===== src/rtl/bec_pkg.sv =====
`timescale 1ns/1ps
package bec_pkg;
  typedef enum logic [1:0] {ST_IDLE, ST_SETUP, ST_RUN, ST_SUSP} seq_state_e;
  typedef enum logic [1:0] {PH_PRE, PH_ERASE, PH_VERIFY} phase_e;

  localparam logic [7:0] CMD_SETUP   = 8'h20;
  localparam logic [7:0] CMD_CONFIRM = 8'hD0;
  localparam logic [7:0] CMD_SUSPEND = 8'hB0;
  localparam logic [7:0] CMD_RDSTAT  = 8'h70;
  localparam logic [7:0] CMD_CLEAR   = 8'h50;
  localparam logic [7:0] CMD_RDARR   = 8'hFF;

  localparam logic [7:0] ERR_ERASE = 8'h20;
  localparam logic [7:0] ERR_SEQ   = 8'h10;
  localparam logic [7:0] ERR_VPEN  = 8'h08;
  localparam logic [7:0] ERR_LOCK  = 8'h02;
endpackage


===== src/rtl/bec_timer.sv =====
`timescale 1ns/1ps
// Phase sequencer: holds phase and remaining count; both freeze whenever
// advance is low, which is how a suspend keeps its place.
module bec_timer
  import bec_pkg::*;
#(
  parameter int PHASE_CYCLES = 16
) (
  input  logic   clk,
  input  logic   rst_n,
  input  logic   start,
  input  logic   advance,
  output phase_e phase,
  output logic   phase_end
);
  localparam int CNT_W = $clog2(PHASE_CYCLES + 1);
  localparam logic [CNT_W-1:0] RELOAD = CNT_W'(PHASE_CYCLES - 1);

  logic [CNT_W-1:0] cnt_q;
  phase_e           phase_q;

  assign phase     = phase_q;
  assign phase_end = advance && (cnt_q == '0);

  always_ff @(posedge clk) begin
    if (!rst_n) begin
      phase_q <= PH_PRE;
      cnt_q   <= '0;
    end else if (start) begin
      phase_q <= PH_PRE;
      cnt_q   <= RELOAD;
    end else if (advance) begin
      if (cnt_q == '0) begin
        cnt_q <= RELOAD;
        case (phase_q)
          PH_PRE:   phase_q <= PH_ERASE;
          PH_ERASE: phase_q <= PH_VERIFY;
          default:  phase_q <= PH_VERIFY;
        endcase
      end else begin
        cnt_q <= cnt_q - 1'b1;
      end
    end
  end
endmodule


===== src/rtl/bec_array.sv =====
`timescale 1ns/1ps
// Behavioural storage with a whole-block fill port and one read port.
module bec_array #(
  parameter int DATA_W        = 16,
  parameter int NUM_BLKS      = 4,
  parameter int WORDS_PER_BLK = 8,
  localparam int BLK_W  = $clog2(NUM_BLKS),
  localparam int WRD_W  = $clog2(WORDS_PER_BLK),
  localparam int ADDR_W = BLK_W + WRD_W
) (
  input  logic              clk,
  input  logic              rst_n,
  input  logic              fill_en,
  input  logic [BLK_W-1:0]  fill_blk,
  input  logic [DATA_W-1:0] fill_val,
  input  logic [ADDR_W-1:0] rd_addr,
  output logic [DATA_W-1:0] rd_word
);
  localparam int DEPTH = NUM_BLKS * WORDS_PER_BLK;

  logic [DATA_W-1:0] mem [DEPTH];

  function automatic logic [DATA_W-1:0] seed_word(input int idx);
    return DATA_W'(32'h4000 + (idx / WORDS_PER_BLK) * 32'h100 + (idx % WORDS_PER_BLK));
  endfunction

  always_ff @(posedge clk) begin
    if (!rst_n) begin
      for (int i = 0; i < DEPTH; i++) mem[i] <= seed_word(i);
    end else if (fill_en) begin
      for (int w = 0; w < WORDS_PER_BLK; w++) mem[{fill_blk, WRD_W'(w)}] <= fill_val;
    end
  end

  assign rd_word = mem[rd_addr];
endmodule


===== src/rtl/bec_seq.sv =====
`timescale 1ns/1ps
// Command decoder, operation state, sticky error flags and read mode.
module bec_seq
  import bec_pkg::*;
#(
  parameter int NUM_BLKS = 4,
  localparam int BLK_W = $clog2(NUM_BLKS)
) (
  input  logic                clk,
  input  logic                rst_n,
  input  logic                dev_rst,
  input  logic                cmd_acc,
  input  logic [7:0]          cmd_code,
  input  logic [BLK_W-1:0]    cmd_blk,
  input  logic                vpen_ok,
  input  logic                prog_susp,
  input  logic [NUM_BLKS-1:0] lock_mask,
  input  logic                op_last,
  output seq_state_e          state_o,
  output logic [7:0]          status_o,
  output logic                mode_stat_o,
  output logic [BLK_W-1:0]    blk_o,
  output logic                start_o,
  output logic                advance_o,
  output logic                garbage_o
);
  seq_state_e       st_q;
  logic [7:0]       err_q;
  logic             mode_q;
  logic [BLK_W-1:0] blk_q;
  logic             active, lock_now, abort;

  assign active    = (st_q == ST_RUN) || (st_q == ST_SUSP);
  assign lock_now  = lock_mask[blk_q];
  assign abort     = active && (!vpen_ok || lock_now);
  assign advance_o = (st_q == ST_RUN) && !dev_rst && !abort;
  assign start_o   = !dev_rst && (st_q == ST_SETUP) && cmd_acc && (cmd_code == CMD_CONFIRM)
                     && !lock_mask[cmd_blk] && vpen_ok;
  assign garbage_o = dev_rst && active;

  assign state_o     = st_q;
  assign mode_stat_o = mode_q;
  assign blk_o       = blk_q;
  assign status_o    = err_q | {(st_q != ST_RUN), (st_q == ST_SUSP), 6'b0};

  always_ff @(posedge clk) begin
    if (!rst_n) begin
      st_q   <= ST_IDLE;
      err_q  <= '0;
      mode_q <= 1'b0;
      blk_q  <= '0;
    end else if (dev_rst) begin
      st_q   <= ST_IDLE;
      err_q  <= '0;
      mode_q <= 1'b0;
    end else if (abort) begin
      st_q  <= ST_IDLE;
      err_q <= err_q | ERR_ERASE | (vpen_ok ? 8'h00 : ERR_VPEN) | (lock_now ? ERR_LOCK : 8'h00);
    end else begin
      case (st_q)
        ST_IDLE: if (cmd_acc) begin
          case (cmd_code)
            CMD_SETUP: if (err_q == '0 && !prog_susp) begin
              st_q   <= ST_SETUP;
              mode_q <= 1'b1;
            end
            CMD_RDSTAT: mode_q <= 1'b1;
            CMD_CLEAR:  err_q  <= '0;
            CMD_RDARR:  mode_q <= 1'b0;
            default: ;
          endcase
        end
        ST_SETUP: if (cmd_acc) begin
          mode_q <= 1'b1;
          st_q   <= ST_IDLE;
          if (cmd_code == CMD_CONFIRM) begin
            blk_q <= cmd_blk;
            if (lock_mask[cmd_blk])  err_q <= err_q | ERR_ERASE | ERR_LOCK;
            else if (!vpen_ok)       err_q <= err_q | ERR_ERASE | ERR_VPEN;
            else                     st_q  <= ST_RUN;
          end else begin
            err_q <= err_q | ERR_ERASE | ERR_SEQ;
          end
        end
        ST_RUN: if (op_last) begin
          st_q <= ST_IDLE;
        end else if (cmd_acc) begin
          case (cmd_code)
            CMD_SUSPEND: st_q   <= ST_SUSP;
            CMD_RDSTAT:  mode_q <= 1'b1;
            CMD_RDARR:   mode_q <= 1'b0;
            default: ;
          endcase
        end
        ST_SUSP: if (cmd_acc) begin
          case (cmd_code)
            CMD_CONFIRM: st_q   <= ST_RUN;
            CMD_RDSTAT:  mode_q <= 1'b1;
            CMD_RDARR:   mode_q <= 1'b0;
            default: ;
          endcase
        end
        default: st_q <= ST_IDLE;
      endcase
    end
  end
endmodule


===== src/rtl/blk_erase_ctrl.sv =====
`timescale 1ns/1ps
module blk_erase_ctrl
  import bec_pkg::*;
#(
  parameter int DATA_W        = 16,
  parameter int NUM_BLKS      = 4,
  parameter int WORDS_PER_BLK = 8,
  parameter int PHASE_CYCLES  = 16,
  parameter logic [DATA_W-1:0] INVALID_WORD = DATA_W'(16'hDEAD),
  parameter logic [DATA_W-1:0] GARBAGE_WORD = DATA_W'(16'h5A5A),
  localparam int BLK_W  = $clog2(NUM_BLKS),
  localparam int ADDR_W = BLK_W + $clog2(WORDS_PER_BLK)
) (
  input  logic                clk,
  input  logic                rst_n,
  input  logic                dev_rst,
  input  logic                cmd_valid,
  output logic                cmd_ready,
  input  logic [7:0]          cmd_code,
  input  logic [BLK_W-1:0]    cmd_blk,
  input  logic [ADDR_W-1:0]   rd_addr,
  output logic [DATA_W-1:0]   rd_data,
  input  logic                vpen_ok,
  input  logic                prog_susp,
  input  logic [NUM_BLKS-1:0] lock_mask,
  output logic                sts_ready
);
  seq_state_e        state_w;
  logic [7:0]        status_w;
  logic              mode_stat_w, start_w, advance_w, garbage_w;
  logic [BLK_W-1:0]  blk_w;
  phase_e            phase_w;
  logic              phase_end_w, zero_fill, ones_fill, last_w;
  logic              fill_en;
  logic [DATA_W-1:0] fill_val, arr_word;

  assign cmd_ready = !dev_rst;

  bec_seq #(.NUM_BLKS(NUM_BLKS)) u_seq (
    .clk(clk), .rst_n(rst_n), .dev_rst(dev_rst),
    .cmd_acc(cmd_valid && cmd_ready), .cmd_code(cmd_code), .cmd_blk(cmd_blk),
    .vpen_ok(vpen_ok), .prog_susp(prog_susp), .lock_mask(lock_mask),
    .op_last(last_w), .state_o(state_w), .status_o(status_w),
    .mode_stat_o(mode_stat_w), .blk_o(blk_w), .start_o(start_w),
    .advance_o(advance_w), .garbage_o(garbage_w)
  );

  bec_timer #(.PHASE_CYCLES(PHASE_CYCLES)) u_timer (
    .clk(clk), .rst_n(rst_n), .start(start_w), .advance(advance_w),
    .phase(phase_w), .phase_end(phase_end_w)
  );

  assign zero_fill = phase_end_w && (phase_w == PH_PRE);
  assign ones_fill = phase_end_w && (phase_w == PH_ERASE);
  assign last_w    = phase_end_w && (phase_w == PH_VERIFY);
  assign fill_en   = garbage_w || zero_fill || ones_fill;
  assign fill_val  = garbage_w ? GARBAGE_WORD : (zero_fill ? '0 : '1);

  bec_array #(.DATA_W(DATA_W), .NUM_BLKS(NUM_BLKS), .WORDS_PER_BLK(WORDS_PER_BLK)) u_array (
    .clk(clk), .rst_n(rst_n), .fill_en(fill_en), .fill_blk(blk_w),
    .fill_val(fill_val), .rd_addr(rd_addr), .rd_word(arr_word)
  );

  assign sts_ready = (state_w != ST_RUN);

  always_comb begin
    if (mode_stat_w)             rd_data = DATA_W'(status_w);
    else if (state_w == ST_RUN)  rd_data = INVALID_WORD;
    else                         rd_data = arr_word;
  end
endmodule


===== config.mk =====
export PLATFORM = sky130hd
export DESIGN_NAME = blk_erase_ctrl
export DESIGN_NICKNAME = d
export VERILOG_FILES = /design/src/rtl/bec_pkg.sv /design/src/rtl/bec_timer.sv /design/src/rtl/bec_array.sv /design/src/rtl/bec_seq.sv /design/src/rtl/blk_erase_ctrl.sv
export SDC_FILE = /design/constraint.sdc
export NUM_CORES = 1
export LEC_CHECK = 0
export ABC_AREA = 1
export ABC_CLOCK_PERIOD_IN_PS = 3300
export BUFFER_PORTS_ARGS = -buffer_cell sky130_fd_sc_hd__buf_2
export CAP_MARGIN = 20
export CORE_AREA = 4 4 99 101
export CTS_BUF_LIST = sky130_fd_sc_hd__clkbuf_8 sky130_fd_sc_hd__clkbuf_16
export DETAILED_ROUTE_END_ITERATION = 8
export DIE_AREA = 0 0 103 105
export PLACE_DENSITY = 0.39
export SYNTH_ARGS = -nofsm -noshare
export SYNTH_HDL_FRONTEND = slang
export SYNTH_SLANG_ARGS = --single-unit

===== constraint.sdc =====
create_clock -name clk -period 3.3 [get_ports clk]
set_clock_uncertainty 0.1 [all_clocks]
set_input_delay 0.66 -clock clk [delete_from_list [all_inputs] [get_ports clk]]
set_output_delay 0.66 -clock clk [all_outputs]
set_load 0.05 [all_outputs]

== Word level (Yosys, flattened, before mapping) ==
Memory sizes are Yosys's and may differ from the RTL's.
Cells that the tools add are included.
Word-level totals
  register bits after elaboration: 20
  memory bits (writable): 512
  bits of input ports: 25
  output and inout bits: 18
  word-level logic and storage cells: 178
  memories kept: 1
Memories
  u_array.mem: words 32, width 16, rd ports 1, clocked after Yosys merged registers in 0, wr ports 32, RTL line bec_array.sv:21  | logic [DATA_W-1:0] mem [DEPTH];
Operators by class
  add/subtract/negate cells: 1
  magnitude comparators: 2
  equality and inequality tests: 33
  muxes and demuxes: 71
  bitwise operators: 6
  reductions and logical operators: 53
Operator list (count)
  16-bit 2-to-1 mux: 12
  16-bit OR reduction: 8
  8-bit 2-to-1 mux: 6
  5-bit 2-to-1 mux: 9
  2-bit 2-to-1 mux: 14
  3-bit by 2-bit != test with 1-bit output (second input constant): 9
  8-bit == test (second input constant): 3
  8-bit OR: 3
  1-bit 2-to-1 mux: 19
  8-bit by 7-bit == test with 1-bit output (second input constant): 2
  8-bit one-hot mux with 2 select lines: 1
  1-bit logical AND: 15
  5-bit AND reduction: 3
  4-bit 2-to-1 mux: 3
  6-bit AND reduction: 2
  2-bit by 1-bit != test with 1-bit output (second input constant): 5
  8-bit by 6-bit == test with 1-bit output (second input constant): 1
  8-bit zero test: 1
  2-bit != test (second input constant): 4
  2-bit one-hot mux with 4 select lines: 1
  8-bit AND reduction: 1
  2-bit nonzero test: 4
  7-bit AND reduction: 1
  2-bit == test (second input constant): 3
  other kinds (21): 36

== Depth between registers and ports, before layout ==
  depth in word-level cells: 15
  depth in mapped cells: 12
  gate-level depth less buffers: 12

== Modules after synthesis ==
Synthesis repeated with hierarchy kept, for this count alone.
Second synthesis, totals
  cells, all modules: 628
  area total of the unflattened synthesis: 5101.1 sq um
By module, submodules not included
  bec_array: times used 1, cells an instance 340, area each 3475.8 sq um, seq. area each 2282.2 sq um
  bec_seq: times used 1, cells an instance 169, area each 964.7 sq um, seq. area each 180.2 sq um
  bec_timer: times used 1, cells an instance 55, area each 356.6 sq um, seq. area each 140.1 sq um
  blk_erase_ctrl: times used 1, cells an instance 64, area each 304.0 sq um, seq. area each 0.0 sq um

== Worst setup path after synthesis ==
Ideal clock, no wire load.
  path kind: input to output
  start point: in rd_addr[3]
  end point: out rd_data[2]
  arrival: 2.512 ns
  data required time: 2.540 ns
  slack: 0.028 ns
  cell stages on the path: 8
  path buffers: 1
  cell sequence: clkbuf_1 inv_1 nand2_1 nand3_1 nand2_1 nand2_1 nor2_1 a211oi_1
Between the ends
  word-level cells in the longest chain between the ends: 3
RTL lines
  start, declared: RTL line blk_erase_ctrl.sv:21  | input logic [ADDR_W-1:0] rd_addr,
  memory read 32 x 16 bit
  16-bit 2-to-1 mux: RTL line blk_erase_ctrl.sv:68  | else if (state_w == ST_RUN) rd_data = INVALID_WORD;
  16-bit 2-to-1 mux: RTL line blk_erase_ctrl.sv:67  | if (mode_stat_w) rd_data = DATA_W'(status_w);
  end, declared: RTL line blk_erase_ctrl.sv:22  | output logic [DATA_W-1:0] rd_data,
Every way passes these cells.

== Worst setup path in the final report ==
  start point: reg u_seq.st_q[0], in the netlist u_seq.state_o[0]
  end point: out rd_data[1]
Between the ends
  word-level cells in the longest chain between the ends: 3
RTL lines
  start, declared: RTL line bec_seq.sv:27  | seq_state_e st_q;
  start signal, assigned: RTL line bec_seq.sv:48  | st_q <= ST_IDLE;
  start signal, assigned: RTL line bec_seq.sv:53  | st_q <= ST_IDLE;
  start signal, assigned: RTL line bec_seq.sv:57  | st_q <= ST_IDLE;
  2-bit == test: RTL line blk_erase_ctrl.sv:68
  16-bit 2-to-1 mux: RTL line blk_erase_ctrl.sv:68
  16-bit 2-to-1 mux: RTL line blk_erase_ctrl.sv:67
Every way passes these cells.

==> results.yml <==
status:
  status: "finished, final reports clean"
placed_design:
  gp_congestion: 0.7973
  preCtsSetupSlack_ns: 0.6175
  io_buffer_count: 42
  dp_hpwl_um: 4996
  placed_cells: 479
timing:
  timing.final.ws_setup_ns: 0.5373
  min_period_ns: 2.763
  rsz0062_at_grt: "false"
  fin_crit_sh_pct: 83.72
  maxSlewHeadroom_pct: 74.91
  slew_violations: 0
  setup_viol: 0
  worst_pin_slew_ns: 0.3749
  hold_viol: 0
  final.setup.tns_ns: 0
  fmax_ghz: 0.3620
floorplan:
  fp.coreArea_um2: 9021
  row_count: 35
  die_area_um2: 10820
  die_x_um: 103
  ios: 43
  die_y_um: 105
  initial_core_util_pct: 24.33
critical_path:
  crit_chain: "inv_2, nand2_1, inv_1, nor2_1, o21ai_0, o21ai_0, buf_2"
  startpoint_type: "register"
  cpMostUsedCell: "o21ai_0"
  critPathSlowestCell: "dfxtp_1"
  end_kind: "output pin"
  critPathMaxStageDelay_ns: 0.38
  reg2reg_slack_ns: 1.23
  crit_fanout: 7
  path_class: "reg2out"
  arrival_ns: 2.00
  crit_required_ns: 2.54
logic_synthesis:
  synth_fp_nets: 358
  post_synth_num_cell_types: 36
  ys_ff_latch: 32
  ys_warn_count: 0
  avgSynthCellArea_um2: 6.630
  synth_cells: 331
  yosysSeqAreaShare_pct: 36.49
  syn_area_um2: 2195
clock_tree:
  clkSinkCount: 32
  cts_buffers: 5
  clockBufferDepth: 2
  h-tree-depth: 2
  cts_tree: "built"
  post_cts_resized: 0
  hold_buffers: 0
  cts_setup_buffers: 0
  cts_root_buf: "clkbuf_8"
  worst_skew_pair.late_latency_ns: 0.28
  clk_pin_slew_worst_paths_ns: 0.07
cells_and_area:
  diodes: 0
  seqCellArea_um2: 800.8
  final_util_pct: 28.82
  fin_cells: 487
  fin_nets: 402
  fillers: 1026
  drive_gt1_share_pct: 18.35
  multi_input_area_um2: 1194
  syn2layout_area_growth_pct: 18.47
power_and_ir_drop:
  power_leakage_uw: 0.001212
  p_per_area_nw_per_um2: 339.4
  peakVddDrop_v: 0.0001174
global_route:
  antenna_found_initial: 0
  grt_pass1_wl_um: 9694
  grt_pass1_vias: 2091
  grt_max_degree: 14
  grt_util_all_layers_pct: 11.32
  grt-ovfl-total: 0
drt:
  totalWireLength_um: 5963
  antenna_left: 0
  vias: 2216
  drc: 0
  drt_iter0_drc: 65
  dr.pass1.iters: 4
  viasPerCell: 4.550
  wl_per_cell_um: 12.24
min_path:
  hold_path.class: "reg2reg"
flow_run:
  drv_cap: 0
[stage by stage]
step	power [µW]	hold slack [ns]	cell area, µm²
6_report	882.5	0.3906	2600
5_1_grt	931.7	0.4164	2600
4_1_cts	900.9	0.3967	2600
3_5_place_dp	602.5	0.3794	2517
3_3_place_gp	602.4	0.3685	2517
2_1_floorplan	553.7	0.3549	2195
[routing by layer]
| layer | vias to the layer above | global-route usage [%] | part of all wire (%) |
|---|---|---|---|
| met2 | 59 | 17.09 | 45 |
| li1 | 1163 | - | - |
| met5 | - | 0 | 0 |
| met1 | 985 | 15.88 | 47 |
| met3 | 9 | 2.670 | 6.7 |
| met4 | 0 | 3.330 | 1.4 |
[flip-flops by register name, summed over array words and instances (netlist names)]
name	count
u_array.mem	16
u_seq.blk_o	2
u_seq.err_q	4
u_seq.mode_stat_o	1
u_seq.state_o	2
u_timer.cnt_q	5
u_timer.phase	2
[report_power, final]
part / switching (µW) / internal, µW / leakage, µW / total, µW
logic: 129 / 42.9 / 0.000901 / 171
clock network: 147 / 143 / 0.0000453 / 290
registers: 1.54 / 419 / 0.000265 / 421
[path summary, 6_finish.rpt]
kind | endpoint | from | depth (start not counted)
setup reg to reg | u_array.mem[16][12] | u_seq.state_o[0] | 9
setup / recovery | rd_data[1] | u_seq.state_o[0] | 7
hold / removal | u_seq.err_q[5] | u_seq.err_q[5] | 2
hold reg to reg | u_seq.err_q[5] | u_seq.err_q[5] | 2
[cell families after synthesis]
family | Yosys count | synth area share [%]
AOI/OAI and AO/OA | 47 | 12.09
xor gates and xnor gates | 2 | 0.7983
adders and majority gates | 2 | 1.140
buffers and inverters | 50 | 9.121
DFF | 32 | 36.49
muxes | 1 | 0.4561
and+or+nand+nor | 197 | 39.91
[synth_stat cells]
library cell   n  area (µm²)
a31oi_1        2       12.51
nor3_1         5       25.02
inv_2          4       15.01
o22ai_1        1       6.260
nor2_8         1       20.02
nor2_4         1       11.26
o211ai_1       2       15.01
nand4_1        5       31.28
nand3b_1       2       15.01
o21ai_1        1       5.000
nand2_4        1       11.26
xnor2_1        1       8.760
nand3_1       27       135.1
nor2_1        60       225.2
a211oi_1       1       7.510
nand2_2        7       43.79
inv_1         39       146.4
nor2_2         1       6.260
nor3b_2        1       12.51
a21oi_4        1       16.27
a21boi_0       1       7.510
nand3_4        1       17.52
clkbuf_1       3       11.26
o31ai_1        1       7.510
o21bai_1       1       7.510
xor2_1         1       8.760
dfxtp_1       16       320.3
a21oi_1       14       70.07
nand2_1       84       315.3
ha_1           2       25.02
or2_1          1       6.260
o21ai_0       22       110.1
buf_4          3       22.52
mux2i_1        1       10.01
edfxtp_1      16       480.5
clkinv_2       1       5.000
[area by class of cell]
| type | instances | share of cell area [%] |
|---|---|---|
| repair buffers | 43 | 8.373 |
| clock buffers | 5 | 2.647 |
| multi-input cells | 249 | 45.91 |
| flip-flops and latches | 32 | 30.80 |
| inverters | 44 | 6.400 |
| well taps | 111 | 5.342 |
| clock inverters | 3 | 0.5294 |
[cells in the final DEF (no fill, tap or decap), types with 2 or more instances in the layout]
cell type  instances
clkinv_2           3
nand3_1           27
inv_2              4
nand4_1            5
o21ai_0           22
o211ai_1           2
clkbuf_8           5
dfxtp_1           16
nor2_1            60
a21oi_1           14
nor3_1             5
inv_1             39
a31oi_1            2
nand3b_1           2
edfxtp_1          16
nand2_2            7
buf_2             42
ha_1               2
nand2_1           84
[critical path, delay by kind of cell (launching register included)]
kind                   cells  cell delay [ns]
AND/OR/NAND/NOR            2             0.47
flip-flops                 1             0.38
AO/OA/AOI/OAI              2             0.30
buffers and inverters      3             0.57
(Power assumes the default switching activity.)
